<file path="src/rtl/cmsl_pkg.sv">
`timescale 1ns/1ps
package cmsl_pkg;
  typedef enum logic [1:0] {
    MODE_LO_PEAK = 2'd0,
    MODE_UP_PEAK = 2'd1,
    MODE_IDLE    = 2'd2
  } cm_mode_e;
endpackage

</file>
<file path="src/rtl/cmsl_arm_stats.sv">
`timescale 1ns/1ps
module cmsl_arm_stats #(
  parameter int N_SM   = 4,
  parameter int FRAC_W = 8,
  localparam int CNT_W = $clog2(N_SM + 1),
  localparam int SUM_W = $clog2(3 * N_SM + 1),
  localparam int REM_W = FRAC_W + 1
) (
  input  logic [2:0][CNT_W-1:0] base_i,
  input  logic [2:0][REM_W-1:0] rem_i,
  output logic [SUM_W-1:0]      sum_o,
  output logic [REM_W-1:0]      rmax_o,
  output logic [REM_W-1:0]      rmin_o
);
  always_comb begin
    sum_o  = '0;
    rmax_o = rem_i[0];
    rmin_o = rem_i[0];
    for (int k = 0; k < 3; k++) begin
      sum_o = sum_o + SUM_W'(base_i[k]);
      if (rem_i[k] > rmax_o) rmax_o = rem_i[k];
      if (rem_i[k] < rmin_o) rmin_o = rem_i[k];
    end
  end

  always_comb begin
    a_r6_minmax_order: assert (rmin_o <= rmax_o);
  end
endmodule

</file>
<file path="src/rtl/cmsl_offset_calc.sv">
`timescale 1ns/1ps
module cmsl_offset_calc
  import cmsl_pkg::*;
#(
  parameter int N_SM   = 4,
  parameter int FRAC_W = 8,
  localparam int SUM_W = $clog2(3 * N_SM + 1),
  localparam int REM_W = FRAC_W + 1,
  localparam int OFF_W = FRAC_W + 2
) (
  input  logic [SUM_W-1:0]        sum_u_i,
  input  logic [SUM_W-1:0]        sum_l_i,
  input  logic [REM_W-1:0]        max_u_i,
  input  logic [REM_W-1:0]        min_u_i,
  input  logic [REM_W-1:0]        max_l_i,
  input  logic [REM_W-1:0]        min_l_i,
  output cm_mode_e                mode_o,
  output logic signed [OFF_W-1:0] off_u_o,
  output logic signed [OFF_W-1:0] off_l_o
);
  localparam logic signed [OFF_W-1:0] ONE_S = OFF_W'(1 << FRAC_W);

  logic signed [SUM_W:0]   d;
  logic signed [OFF_W-1:0] smax_u, smin_u, smax_l, smin_l;
  logic signed [OFF_W-1:0] gap, half, raw_u, raw_l;

  function automatic logic signed [OFF_W-1:0] clamp_off(
    input logic signed [OFF_W-1:0] v,
    input logic signed [OFF_W-1:0] lo,
    input logic signed [OFF_W-1:0] hi);
    if (v < lo)      return lo;
    else if (v > hi) return hi;
    else             return v;
  endfunction

  always_comb begin
    d      = $signed({1'b0, sum_l_i}) - $signed({1'b0, sum_u_i});
    smax_u = $signed({1'b0, max_u_i});
    smin_u = $signed({1'b0, min_u_i});
    smax_l = $signed({1'b0, max_l_i});
    smin_l = $signed({1'b0, min_l_i});
    // lower peak coinciding with upper trough
    if (d == -1 && max_u_i > min_l_i)     mode_o = MODE_LO_PEAK;
    else if (d == 1 && max_l_i > min_u_i) mode_o = MODE_UP_PEAK;
    else                                  mode_o = MODE_IDLE;
    gap  = smin_u - smax_l;
    half = gap >>> 1;
    case (mode_o)
      MODE_LO_PEAK: raw_u = half;
      MODE_UP_PEAK: raw_u = -half;
      default:      raw_u = '0;
    endcase
    raw_l   = -raw_u;
    off_u_o = clamp_off(raw_u, -smin_u, ONE_S - smax_u);
    off_l_o = clamp_off(raw_l, -smin_l, ONE_S - smax_l);
  end

  always_comb begin
    if (mode_o != MODE_IDLE && max_u_i <= REM_W'(1 << FRAC_W) && max_l_i <= REM_W'(1 << FRAC_W)) begin
      a_r7_upper_in_range: assert (smin_u + off_u_o >= 0 && smax_u + off_u_o <= ONE_S);
      a_r7_lower_in_range: assert (smin_l + off_l_o >= 0 && smax_l + off_l_o <= ONE_S);
    end
  end
endmodule

</file>
<file path="src/rtl/cmsl_step_meter.sv">
`timescale 1ns/1ps
module cmsl_step_meter #(
  parameter int SUM_W = 4,
  localparam int STEP_W = SUM_W + 1
) (
  input  logic                     clk_i,
  input  logic                     rst_ni,
  input  logic [SUM_W-1:0]         on_u_i,
  input  logic [SUM_W-1:0]         on_l_i,
  output logic signed [STEP_W-1:0] step_o
);
  always_ff @(posedge clk_i or negedge rst_ni) begin
    if (!rst_ni) step_o <= '0;
    else         step_o <= $signed({1'b0, on_l_i}) - $signed({1'b0, on_u_i});
  end

  a_r2_step_positive: assert property (@(posedge clk_i) disable iff (!rst_ni)
    (on_l_i > on_u_i) |=> (step_o > 0));
  a_r2_step_negative: assert property (@(posedge clk_i) disable iff (!rst_ni)
    (on_l_i < on_u_i) |=> (step_o < 0));
endmodule

</file>
<file path="src/rtl/peak_cm_limiter.sv">
`timescale 1ns/1ps
module peak_cm_limiter
  import cmsl_pkg::*;
#(
  parameter int N_SM   = 4,
  parameter int FRAC_W = 8,
  localparam int CNT_W  = $clog2(N_SM + 1),
  localparam int SUM_W  = $clog2(3 * N_SM + 1),
  localparam int REM_W  = FRAC_W + 1,
  localparam int OFF_W  = FRAC_W + 2,
  localparam int STEP_W = SUM_W + 1
) (
  input  logic                     clk_i,
  input  logic                     rst_ni,
  input  logic                     strobe_i,
  input  logic [2:0][CNT_W-1:0]    base_u_i,
  input  logic [2:0][CNT_W-1:0]    base_l_i,
  input  logic [2:0][REM_W-1:0]    rem_u_i,
  input  logic [2:0][REM_W-1:0]    rem_l_i,
  input  logic [SUM_W-1:0]         on_cnt_u_i,
  input  logic [SUM_W-1:0]         on_cnt_l_i,
  output logic [1:0]               mode_o,
  output logic signed [OFF_W-1:0]  off_u_o,
  output logic signed [OFF_W-1:0]  off_l_o,
  output logic signed [STEP_W-1:0] cm_step_o
);
  logic [1:0][SUM_W-1:0] sum;
  logic [1:0][REM_W-1:0] rmax, rmin;

  // index 0 = upper arm, 1 = lower arm
  for (genvar a = 0; a < 2; a++) begin : g_arm
    cmsl_arm_stats #(.N_SM(N_SM), .FRAC_W(FRAC_W)) stats_i (
      .base_i (a == 0 ? base_u_i : base_l_i),
      .rem_i  (a == 0 ? rem_u_i  : rem_l_i),
      .sum_o  (sum[a]),
      .rmax_o (rmax[a]),
      .rmin_o (rmin[a])
    );
  end

  cm_mode_e                mode_d;
  logic signed [OFF_W-1:0] off_u_d, off_l_d;

  cmsl_offset_calc #(.N_SM(N_SM), .FRAC_W(FRAC_W)) calc_i (
    .sum_u_i (sum[0]),
    .sum_l_i (sum[1]),
    .max_u_i (rmax[0]),
    .min_u_i (rmin[0]),
    .max_l_i (rmax[1]),
    .min_l_i (rmin[1]),
    .mode_o  (mode_d),
    .off_u_o (off_u_d),
    .off_l_o (off_l_d)
  );

  always_ff @(posedge clk_i or negedge rst_ni) begin
    if (!rst_ni) begin
      mode_o  <= MODE_IDLE;
      off_u_o <= '0;
      off_l_o <= '0;
    end else if (strobe_i) begin
      mode_o  <= mode_d;
      off_u_o <= off_u_d;
      off_l_o <= off_l_d;
    end
  end

  cmsl_step_meter #(.SUM_W(SUM_W)) meter_i (
    .clk_i  (clk_i),
    .rst_ni (rst_ni),
    .on_u_i (on_cnt_u_i),
    .on_l_i (on_cnt_l_i),
    .step_o (cm_step_o)
  );

  a_r8_hold: assert property (@(posedge clk_i) disable iff (!rst_ni)
    !strobe_i |=> ($stable(mode_o) && $stable(off_u_o) && $stable(off_l_o)));
  a_r5_idle_zero: assert property (@(posedge clk_i) disable iff (!rst_ni)
    (mode_o == MODE_IDLE) |-> (off_u_o == 0 && off_l_o == 0));
  a_r3_mode_legal: assert property (@(posedge clk_i) disable iff (!rst_ni)
    mode_o != 2'd3);
  a_r6_opposite_sign: assert property (@(posedge clk_i) disable iff (!rst_ni)
    (off_u_o == 0 || off_l_o == 0 || off_u_o[OFF_W-1] != off_l_o[OFF_W-1]));
endmodule

</file>
<file path="config.mk">
export PLATFORM = sky130hd
export DESIGN_NAME = peak_cm_limiter
export DESIGN_NICKNAME = d
export VERILOG_FILES = /design/src/rtl/cmsl_pkg.sv /design/src/rtl/cmsl_arm_stats.sv /design/src/rtl/cmsl_offset_calc.sv /design/src/rtl/cmsl_step_meter.sv /design/src/rtl/peak_cm_limiter.sv
export SDC_FILE = /design/constraint.sdc
export NUM_CORES = 1
export LEC_CHECK = 0
export BUFFER_PORTS_ARGS = -buffer_cell sky130_fd_sc_hd__buf_4
export CORE_MARGIN = 5
export CORE_UTILIZATION = 35
export CTS_BUF_LIST = sky130_fd_sc_hd__clkbuf_16
export DETAILED_ROUTE_END_ITERATION = 12
export PLACE_DENSITY_LB_ADDON = 0.25
export SLEW_MARGIN = 20
export SYNTH_ARGS = -nofsm -noshare
export SYNTH_HDL_FRONTEND = slang
export SYNTH_SLANG_ARGS = --single-unit
</file>
<file path="constraint.sdc">
create_clock -name clk_i -period 1.8 [get_ports clk_i]
set_input_delay 0.36 -clock clk_i [delete_from_list [all_inputs] [get_ports clk_i]]
set_output_delay 0.36 -clock clk_i [all_outputs]
set_load 0.005 [all_outputs]
</file>
; Yosys cells after proc, flatten, opt, wreduce, memory -nomap -nowiden
; Cells that the tools add are included.
[word_totals]
wordCells = 52
out_inout_bits = 27
inputBits = 83
register_bits = 27
[op_classes]
n_reduce_logical = 3
order_cmp = 14
muxes = 15
n_eq_ne = 3
add_sub_neg = 13
[ops]
columns = op, n
row1 = $mux W9, 8
row2 = $gt A9 B9 Y1, 6
row3 = $mux W10, 4
row4 = $lt A9 B9 Y1, 4
row5 = $neg A9 Y10, 3
row6 = $gt A10 B10 Y1, 2
row7 = $lt A10 B10 Y1, 2
row8 = $pmux W10 S2, 1
row9 = $sub A9 B9 Y10 const A, 2
row10 = $neg A10 Y10, 1
row11 = $sub A4 B4 Y5, 2
row12 = $sub A9 B9 Y10, 1
row13 = $add A3 B3 Y4, 2
row14 = $add A4 B3 Y4, 2
row15 = $eq A5 B1 Y1 const B, 1
row16 = $eq A5 B2 Y1 const B, 1
row17 = $mux W2, 2
row18 = $eq A2 B1 Y1 const B, 1
row19 = $logic_and A1 B1 Y1, 2
row20 = $logic_not A2 Y1, 1

; Longest topological paths before layout
; Gate-level depths: netlist of run 1.
[depth]
depth_word = 14
depth_mapped = 47
mapped_depth_nobuf = 45

; By module
; From an unflattened synthesis of run 1, not the netlist that was laid out.
[unflattened]
hier_cells = 792
hier_area_um2 = 6692.7
[modules_own_cells]
columns = module, cells_each, n_inst, seq_area_each_um2, area_each_um2
row1 = cmsl_offset_calc, 431, 1, 0.0, 3265.6
row2 = cmsl_arm_stats (g_arm[0].stats_i), 146, 1, 0.0, 1172.4
row3 = cmsl_arm_stats (g_arm[1].stats_i), 146, 1, 0.0, 1169.9
row4 = peak_cm_limiter, 46, 1, 551.8, 822.0
row5 = cmsl_step_meter, 23, 1, 125.1, 262.8

; Worst setup path before layout of run 1
; Ideal clock, no wire load.
[synth_path]
kind = input to register
start = in rem_l_i[6] (netlist bit)
end = reg off_l_o[7]
required_time_ns = 1.734
slack_ns = -8.039
n_path_buf = 3
path_stages = 42
setup_time_ns = 0.066
t_arrival_ns = 9.773
cell_sequence = inv_1 > ha_1 > nand4_2 > a211oi_2 > nor3_2 > nor2_1 > mux2i_1 > ha_1 > and3b_1 > o311ai_1 > nor3_1 > mux2_4 > o22ai_1 > clkbuf_1 > o21ai_0 > fa_1 > a21o_1 > a21oi_1 > [6 not listed] > o21ai_0 > inv_1 > ha_1 > ha_1 > nor2b_1 > o21a_1 > o21a_1 > o21a_1 > o21a_1 > o21a_1 > o21a_1 > o21ai_0 > a21oi_1 > a21oi_1 > clkbuf_1 > nand3_1 > mux2_2 > nand2_1
[synth_between]
elab_chain_cells = 14
word_cells_on_any_way = 26
classes_between = add/sub: 5 / order compare: 8 / eq/ne: 1 / mux: 9 / reduce/logical: 3
[synth_rtl]
columns = item, line_no
row1 = from (decl), peak_cm_limiter.sv:19  ; input logic [2:0][REM_W-1:0] rem_l_i,
row2 = "parallel branches: the longest is 13 deep, another holds $sub A9 B9 Y10", -
row3 = $mux W10 *, cmsl_offset_calc.sv:31  ; if (v < lo) return lo;
row4 = to (signal assigned), peak_cm_limiter.sv:64  ; off_l_o <= off_l_d;
row5 = to (decl), peak_cm_limiter.sv:24  ; output logic signed [OFF_W-1:0] off_l_o,
; Every way passes the cells marked *.
; A chain may end at the register's enable or synchronous reset.

; Worst setup path after layout of run 1
[layout_path]
start = in rem_u_i[1] (netlist bit)
end = reg off_l_o[6]
[layout_between]
elab_chain_cells = 14
word_cells_on_any_way = 24
classes_between = add/sub: 3 / order compare: 8 / eq/ne: 1 / mux: 9 / reduce/logical: 3
[layout_rtl]
columns = item, line_no
row1 = from (decl), peak_cm_limiter.sv:18  ; input logic [2:0][REM_W-1:0] rem_u_i,
row2 = "parallel branches: the longest is 9 deep, another holds $sub A9 B9 Y10", -
row3 = $pmux W10 S2 *, cmsl_offset_calc.sv:48  ; case (mode_o)
row4 = $neg A10 Y10 *, cmsl_offset_calc.sv:53  ; raw_l = -raw_u;
row5 = $gt A10 B10 Y1, cmsl_offset_calc.sv:32  ; else if (v > hi) return hi;
row6 = $mux W10, cmsl_offset_calc.sv:32
row7 = $mux W10 *, cmsl_offset_calc.sv:31
; Marked as above.

==> results.toml, run 1 <==
[min_path]
hold_path.class = "in2async"

[drt]
drt-initial-drc-count = 454
vias = 8837
wl_per_cell_um = 16.6
first_pass_iters = 5
via_per_inst = 5.25
drc = 0
drt-total-wl_um = 27900
postRouteAntennaNets = 0

[power_and_ir_drop]
seqPwrFrac = 0.063
leakagePower_nw = 6.42
comb_power_share = 0.903
power.density_mw_per_mm2 = 1250
clkPwrFrac = 0.033
switchingPower_mw = 7.11
peakVddDrop_uv = 856
switching_share = 0.446
power.internal_mw = 8.81
power_mw = 15.9

[timing]
fmax_ghz = 0.121
final.setup_skew_ns = 0
tightestPinTransition_ns = 0.544
setup-tns-final_ns = -133.19
post-route-min-period_ns = 8.29
finalSetupViolCount = 22
slew-limit-headroom = 0.633
worst_slack_ns = -6.49
hold_ws_ns = 0.00922
min_period_over_period = 4.61
grt_setup_unrepaired = "true"
finalHoldViolations = 0
drv_slew = 0

[die]
rows = 51
io_pins = 110
start_util = 0.357
die-height_um = 151
dieWidth_um = 151
coreArea_sq_mm = 0.0195
die_area_sq_mm = 0.0228

[placement]
gp_congestion = 0.949
dp_hpwl_um = 21700
dp_cells = 1593
port_buffers = 109

[setup_path]
crit_type = "in2reg"
cpMaxStageDelayCell = "a2111o_1"
worstReg2RegEnd = "off_l_o[7]"
r2r_start = "off_l_o[7]"
end_kind = "register"
critPathLaunchType = "primary input"
cp.required_ns = 1.96
reg2reg_slack_ns = 0.66
max_stage_delay_ns = 0.50
path_max_fanout = 3
r2r_cells = 5
path_common_cell = "o21a_1"
worstPathArrival_ns = 8.45

[synthesis]
synthesis.area_sq_mm = 0.00696
yosysMostFrequentCell = "ha_1"
avgSynthCellArea_sq_um = 7.83
synthTopCellsByCount = "ha_1 (122), inv_1 (92), nand2_1 (81)"
yosysWarnings = 0
synth_area_leader_cell = "ha_1"
ys.flop_type = "dfrtp_1"
yosysSeqAreaShare = 0.0972
synth.area.top_cells = "ha_1 (22%), dfrtp_1 (9.3%), mux2i_1 (7.5%)"
async_flop_share = 1.00
synth_cell_type_count = 84
synth.top_cell.area_share = 0.219
synth_seq_cells = 27
synth_nets = 1105
synth_edf_count = 0
syn_inst = 889

[cts]
numCtsBuffers = 3
cts_root_buf = "clkbuf_16"
clk-insertion-delay-late_ns = 0.27
cts_hold_buffers = 0
cts-htree-levels = 1
cts_max_path_buffers = 2
clock_sinks = 27
clk_pin_slew_ns = 0.07
tritoncts = "done"

[cells_and_area]
utilization = 0.652
n_fill_cell = 1609
antenna_cells = 0
multi_input_area_sq_mm = 0.00695
seq_area_sq_um = 677
finalNetCount = 1634
stdcell_count = 1682
area.growth.synth_to_final_pct = 82.8
drive_above_1_share = 0.527

[global_route]
grt_pass1_vias = 9029
grtUsageTotal = 0.236
grt_overflow = 0
grt_pass1_wl_um = 43900
antenna_found_initial = 0
grt_start_max_net_pins = 28

[outcome]
status = "complete, but fails checks"
violations = "negative setup slack"

[job]
maxCapViolCount = 0
==> sequential cells by signal (all words and copies together) (netlist names) <==
name / flops
meter_i.step_o: 5
mode_o: 2
off_l_o: 10
off_u_o: 10
==> layout by cell type, fill, tap and decap left out, types with 8 or more instances in the layout <==
cell type and n:
o21a_1 26, o211ai_1 14, buf_6 28, nor2b_1 10
o21ai_0 23, nand2_1 72, a21oi_1 30, nor3_2 8
o21ai_1 13, ha_4 26, a21oi_2 16, nor3_1 12
xor2_1 10, mux2i_1 36, xnor2_1 27, nand4_1 14
dfrtp_1 26, ha_1 95, inv_1 77, nor2_1 38
inv_2 12, buf_4 509, nand2_2 8, nand3_1 28
fa_1 10, a21o_1 25, mux2i_2 10
==> per-stage QoR <==
step,setup WS (ns),cell area [sq um]
2_1_floorplan,-6.40,7330
3_3_place_gp,-6.77,11000
3_5_place_dp,-7.02,11000
4_1_cts,-6.11,12300
5_1_grt,-6.74,12700
6_report,-6.49,12700
==> power groups by stage <==
stage / Clock, mW / Combinational [mW] / Sequential, mW
after floorplan: 0 / 6.36 / 1.01
after global placement: 0 / 11.4 / 1.02
after detailed placement: 0 / 11.6 / 1.02
after CTS: 0.533 / 13.5 / 1.01
after global routing: 0.568 / 15.5 / 1.03
final: 0.530 / 14.4 / 1.01
==> area by class of cell <==
| cell class | count | share of cell area |
|---|---|---|
| Timing Repair Buffer | 547 | 0.339 |
| Multi-Input combinational cell | 745 | 0.546 |
| Tap cell | 265 | 0.0261 |
| Clock buffer | 3 | 0.00590 |
| Sequential cell | 27 | 0.0532 |
| Clock inverter | 1 | 0.000393 |
| Inverter | 94 | 0.0293 |
==> critical path, delay by kind of cell <==
kind	cells	cell delay (ns)
AO/OA/AOI/OAI	27	5.27
multiplexers	1	0.23
AND/OR/NAND/NOR	9	1.00
buffers and inverters	4	0.38
XOR/XNOR	1	0.27
adder cells (fa/ha/maj)	4	0.93
==> cells by family (layout without fill, tap and decap cells) <==
kind of cell / count (synthesis) / in the layout / synth area share
simple gates: 258 / 258 / 0.186
mux: 65 / 65 / 0.0967
xor+xnor: 45 / 45 / 0.0566
flops: 27 / 27 / 0.0972
fa+ha+maj: 133 / 133 / 0.251
buf+inv: 117 / 645 / 0.0650
compound gates: 244 / 244 / 0.248
==> what timing repair did <==
action | CTS | global route
pin swaps | 88 | 38
resized for setup | 150 | 54
gates cloned | 3 | 1
setup buffers | 68 | 18
setup endpoints to repair | 22 | 22
==> worst max-delay path by stage <==
stage	cells after the start	end	startpoint	slack [ns]
6_report	46	off_l_o[6]	rem_u_i[1]	-6.49
5_1_grt	46	off_l_o[6]	rem_u_i[1]	-6.74
2_1_floorplan	42	off_l_o[8]	rem_l_i[2]	-6.40
4_1_cts	44	off_l_o[0]	rem_l_i[2]	-6.11
3_5_place_dp	40	off_l_o[8]	rem_u_i[6]	-7.02
3_3_place_gp	40	off_l_o[8]	rem_u_i[6]	-6.77
==> layer usage <==
layer | vias up | part of all wire | global-route usage
met3 | 46 | 0.051 | 0.0245
li1 | 4327 | - | -
met1 | 4180 | 0.43 | 0.302
met2 | 284 | 0.49 | 0.429
met5 | - | 0 | 0
met4 | 0 | 0.025 | 0.0521
Power figures use the tool's default switching activity.
==> run 2: changes to the inputs <==
--- a/config.mk
+++ b/config.mk
@@ -10,7 +10,7 @@
 export CORE_UTILIZATION = 35
 export CTS_BUF_LIST = sky130_fd_sc_hd__clkbuf_16
 export DETAILED_ROUTE_END_ITERATION = 12
-export PLACE_DENSITY_LB_ADDON = 0.25
+export PLACE_DENSITY = 0.54
 export SLEW_MARGIN = 20
 export SYNTH_ARGS = -nofsm -noshare
 export SYNTH_HDL_FRONTEND = slang
==> run 2 against run 1 <==
  * The flow still finishes with violations (negative setup slack)
  * Register-to-register slack better by 0.04 ns
  * Fmax is 0.75% lower
  * Flip-flop and latch count did not move
  * Combinational power rose by 4%
  * Utilization rose by 0.81 points
  * Cell count grew 1.9%
  * Critical path type unchanged
  * Largest power group unchanged
==> results.toml, run 2 (synthesis gave the netlist of run 1 again) <==
[setup_path]
worstPathArrival_ns = 8.54
r2r_cells = 5
critPathLaunchType = "primary input"
cp.required_ns = 1.98
path_common_cell = "o21a_1"
crit_end = "off_l_o[3]"
worstReg2RegEnd = "off_l_o[7]"
crit_type = "in2reg"
cpMaxStageDelayCell = "ha_1"
path_max_fanout = 5
max_stage_delay_ns = 0.31
critPathLaunch = "rem_u_i[1]"
end_kind = "register"
r2r_start = "off_l_o[7]"
reg2reg_slack_ns = 0.70

[die]
die-height_um = 151
coreArea_sq_mm = 0.0195
dieWidth_um = 151
rows = 51
die_area_sq_mm = 0.0228
start_util = 0.357
io_pins = 110

[cells_and_area]
finalNetCount = 1666
drive_above_1_share = 0.536
utilization = 0.660
stdcell_count = 1714
top_regs = "off_l_o (10), off_u_o (10), meter_i.step_o (5)"
mostFrequentLayoutCell = "buf_4"
layout_common_cells = "buf_4 (546), ha_1 (97), inv_1 (80), nand2_1 (74), nor2_1 (39)"
design_area_sq_mm = 0.0129
area.growth.synth_to_final_pct = 85.0
antenna_cells = 0

[global_route]
antenna_found_initial = 0
grt_pass1_vias = 8839
grtUsageTotal = 0.230
grt_pass1_wl_um = 42800
grt_start_max_net_pins = 28
grt_overflow = 0

[timing]
final.setup_skew_ns = 0
drv_slew = 0
finalSetupViolCount = 22
worst_slack_ns = -6.56
setup-tns-final_ns = -132.99
slew-limit-headroom = 0.522
tightestPinTransition_ns = 0.709
fmax_ghz = 0.120
min_period_over_period = 4.64
hold_ws_ns = 0.00438
finalHoldViolations = 0
post-route-min-period_ns = 8.36
grt_setup_unrepaired = "true"

[drt]
drc = 0
postRouteAntennaNets = 0
drt-initial-drc-count = 432
drt-total-wl_um = 28000
vias = 8902
first_pass_iters = 7
wl_per_cell_um = 16.3
via_per_inst = 5.19

[outcome]
status = "complete, but fails checks"
violations = "negative setup slack"

[placement]
dpl_worst_slack_ns = -7.09
port_buffers = 109
dp_cells = 1608
gp_congestion = 0.916
dp_hpwl_um = 21800
placed_area_sq_mm = 0.0111

[cts]
clk-insertion-delay-late_ns = 0.25
cts-htree-levels = 1
clk_pin_slew_ns = 0.06
tritoncts = "done"
cts_root_buf = "clkbuf_16"
cts_hold_buffers = 0
cts_max_path_buffers = 2
clock_sinks = 27
numCtsBuffers = 3

[power_and_ir_drop]
peakVddDrop_uv = 984
power.density_mw_per_mm2 = 1280
power_mw = 16.5
leakagePower_nw = 6.54

[job]
maxCapViolCount = 0

[min_path]
hold_path.class = "in2async"
-- run 2: changes by cell type in the layout (fill, tap and decap cells not counted), sizes merged --
cell / before / now
a21oi: 49 / 50
clkinvlp: 0 / 1
bufbuf: 1 / 0
buf: 546 / 578
clkinv: 2 / 1
-- run 2: how the worst min path moves through the flow --
| stage | to | depth (start not counted) |
|---|---|---|
| final | off_u_o[4] | 1 |
| after global routing | meter_i.step_o[2] | 1 |
| after CTS | off_l_o[8] | 1 |
| after detailed placement | off_u_o[4] | 1 |
| after global placement | off_u_o[7] | 1 |
| after floorplan | meter_i.step_o[0] | 0 |
-- run 2: metal layers --
| layer | vias to the layer above | GRT usage | wire, um |
|---|---|---|---|
| li1 | 4414 | - | - |
| met1 | 4131 | 0.301 | 12400 |
| met2 | 298 | 0.408 | 13500 |
| met3 | 59 | 0.0168 | 1420 |
| met4 | 0 | 0.0576 | 665 |
| met5 | - | 0 | 0 |
-- run 2: what timing repair did --
| action | in CTS | in global routing |
|---|---|---|
| gates cloned | 3 | 0 |
| setup endpoints to repair | 22 | 22 |
| pin swaps | 75 | 46 |
| resized for setup | 118 | 77 |
| setup buffers | 79 | 23 |
-- run 2: where the power goes --
part / internal (mW) / total (mW) / switching (mW)
Sequential: 0.868 / 0.998 / 0.130
Clock: 0.301 / 0.503 / 0.202
Combinational: 8.01 / 15.0 / 7.01
Total: 9.18 / 16.5 / 7.34
-- run 2: cell type report --
cell class	count	area, sq um
flip-flops and latches	27	677
multi-input cells	746	6930
inverters	94	375
clock buffers	3	75.1
repair buffers	578	4490
fillers	1611	6640
well taps	265	332
clock inverters	1	7.51
-- run 2: worst max-delay path, delay by kind of cell --
kind	cells	cell delay [ns]
multiplexers	2	0.53
AND/OR/NAND/NOR	7	1.03
AO/OA/AOI/OAI	27	4.64
XOR/XNOR	1	0.27
adder cells (fa/ha/maj)	4	0.95
buffers and inverters	6	0.76
==> run 3: changes to the inputs <==
--- a/config.mk
+++ b/config.mk
@@ -6,6 +6,7 @@
 export NUM_CORES = 1
 export LEC_CHECK = 0
 export BUFFER_PORTS_ARGS = -buffer_cell sky130_fd_sc_hd__buf_4
+export CAP_MARGIN = 20
 export CORE_MARGIN = 5
 export CORE_UTILIZATION = 35
 export CTS_BUF_LIST = sky130_fd_sc_hd__clkbuf_16
@@ -14,4 +15,5 @@
 export SLEW_MARGIN = 20
 export SYNTH_ARGS = -nofsm -noshare
 export SYNTH_HDL_FRONTEND = slang
+export SYNTH_HIERARCHICAL = 1
 export SYNTH_SLANG_ARGS = --single-unit
==> run 3 against run 2 <==
  * The run still ends with negative setup slack left
  * Clock skew unchanged
  * Synthesized cell count decreased by 11%
  * Register-to-register slack improved by 0.32 ns
  * Global-route usage decreased by 3.0 points
  * Die area decreased by 3.6%
  * Power decreased by 8.2%
  * Flip-flop and latch count unchanged
  * Largest cell class unchanged
==> results.toml, run 3 <==
[timing]
finalSetupViolCount = 22
tightestPinTransition_ns = 0.492
grt_setup_unrepaired = "true"
post-route-min-period_ns = 7.71
finalHoldViolations = 0
final.setup_skew_ns = 0
drv_slew = 0
slew-limit-headroom = 0.670
fmax_ghz = 0.130
min_period_over_period = 4.28
worst_slack_ns = -5.91
setup-tns-final_ns = -118.93
hold_ws_ns = 0.0101

[cts]
cts-htree-levels = 1
clk-insertion-delay-late_ns = 0.25
numCtsBuffers = 3
cts_max_path_buffers = 2
cts_root_buf = "clkbuf_16"
cts_hold_buffers = 0
clk_pin_slew_ns = 0.07
tritoncts = "done"
clock_sinks = 27

[setup_path]
r2r_cells = 1
path_common_cell = "buf_4"
worstPathArrival_ns = 7.85
cp.required_ns = 1.94
crit_type = "in2reg"
cpMaxStageDelayCell = "fa_2"
path_max_fanout = 8
reg2reg_slack_ns = 1.02
critPathLaunchType = "primary input"
max_stage_delay_ns = 0.42
end_kind = "register"

[power_and_ir_drop]
leakagePower_nw = 6.00
power.density_mw_per_mm2 = 1290
peakVddDrop_uv = 881
power_mw = 15.2

[global_route]
antenna_found_initial = 0
grt_start_max_net_pins = 28
grtUsageTotal = 0.200
grt_overflow = 0
grt_pass1_vias = 7363
grt_pass1_wl_um = 36400

[placement]
dpl_worst_slack_ns = -6.30
dp_hpwl_um = 19400
port_buffers = 109
placed_area_sq_mm = 0.0103
gp_congestion = 0.904
dp_cells = 1418

[cells_and_area]
utilization = 0.627
multi_input_area_sq_mm = 0.00656
finalNetCount = 1465
area.growth.synth_to_final_pct = 75.8
top_regs = "off_l_o (10), off_u_o (10), meter_i/step_o (5)"
antenna_cells = 0
mostFrequentLayoutCell = "buf_4"
drive_above_1_share = 0.544
design_area_sq_mm = 0.0118
seq_area_sq_um = 677
stdcell_count = 1481
layout_common_cells = "buf_4 (423), ha_1 (96), inv_1 (89), nor2_1 (39), mux2i_1 (36)"
n_fill_cell = 1568

[die]
dieWidth_um = 148
die_area_sq_mm = 0.0220
io_pins = 110
die-height_um = 148
rows = 50
start_util = 0.357
coreArea_sq_mm = 0.0188

[min_path]
hold_path.class = "in2async"

[synthesis]
synth.area.top_cells = "ha_1 (23%), mux2i_1 (10%), dfrtp_1 (9.7%)"
yosysWarnings = 6
yosysMostFrequentCell = "ha_1"
synth_area_leader_cell = "ha_1"
yosysSeqAreaShare = 0.101
avgSynthCellArea_sq_um = 8.45
syn_inst = 792
synthesis.area_sq_mm = 0.00669
synth.top_cell.area_share = 0.230
async_flop_share = 1.00
synth_seq_cells = 27
synth_edf_count = 0
synth_cell_type_count = 81
synth_nets = 1009
ys.flop_type = "dfrtp_1"
synthTopCellsByCount = "ha_1 (123), inv_1 (108), mux2i_1 (69)"

[drt]
drt-total-wl_um = 22900
via_per_inst = 5.00
drt-initial-drc-count = 292
first_pass_iters = 5
wl_per_cell_um = 15.4
drc = 0
vias = 7406
postRouteAntennaNets = 0

[outcome]
status = "complete, but fails checks"
violations = "negative setup slack"

[job]
maxCapViolCount = 0
[run 3: cell count changes in the layout (fill, tap and decap cells not counted), moves of 16 or more]
cell	delta
buf_4	-123
mux2_2	+17
nand2_1	-43
nand3_1	-16
o21ai_0	-16
[run 3: path summary, 6_finish.rpt]
check	startpoint	to
worst min register to register	off_u_o[2]	off_u_o[2]
worst min-delay path	rst_ni	off_l_o[9]
worst max register to register	mode_o[0]	mode_o[0]
worst max-delay path	rem_u_i[4]	off_l_o[9]
max in group asynchronous	rst_ni	mode_o[1]
min in group clk_i	on_cnt_u_i[0]	meter_i/step_o[0]
[run 3: repair_timing]
action                                  CTS  global route
setup buffers                            38            22
cloned                                    2             0
endpoints found under the setup margin   22            22
pin swaps                                51            46
gates resized for setup                 133            71
[run 3: final cells by class]
class,count,share of cell area
inverter,110,0.0385
sequential,27,0.0575
timing repair buffer,464,0.315
clock buffer,3,0.00638
tap,234,0.0249
clock inverter,1,0.000319
multi-input combinational,642,0.558
[run 3: cell families (layout without fill, tap and decap cells)]
logic type	after synthesis	in the layout	share of synthesized area
AO/OA/AOI/OAI	174	174	0.192
multiplexers	103	104	0.162
XOR/XNOR	44	44	0.0598
buffers and inverters	124	578	0.0750
flip-flops	27	27	0.101
adder cells (fa/ha/maj)	134	134	0.263
AND/OR/NAND/NOR	186	186	0.148
[run 3: worst max-delay path: cells and delay by family]
family	cells	cell delay (ns)
AO/OA/AOI/OAI	12	2.04
XOR/XNOR	2	0.43
adder cells (fa/ha/maj)	4	1.22
buffers and inverters	10	1.41
multiplexers	3	0.63
AND/OR/NAND/NOR	11	1.78
[run 3: where the power goes]
part	internal, mW	leakage, nW	switching, mW	total (mW)
registers	0.872	0.335	0.130	1.00
clock network	0.297	0.0423	0.185	0.482
logic	7.66	5.62	6.02	13.7
[run 3: per-layer routing]
metal | GRT usage | vias to the layer above | share of wire
met4 | 0.0259 | 0 | 0.013
met2 | 0.354 | 146 | 0.48
met1 | 0.277 | 3437 | 0.48
met5 | 0 | - | 0
met3 | 0.0101 | 20 | 0.034
li1 | - | 3803 | -
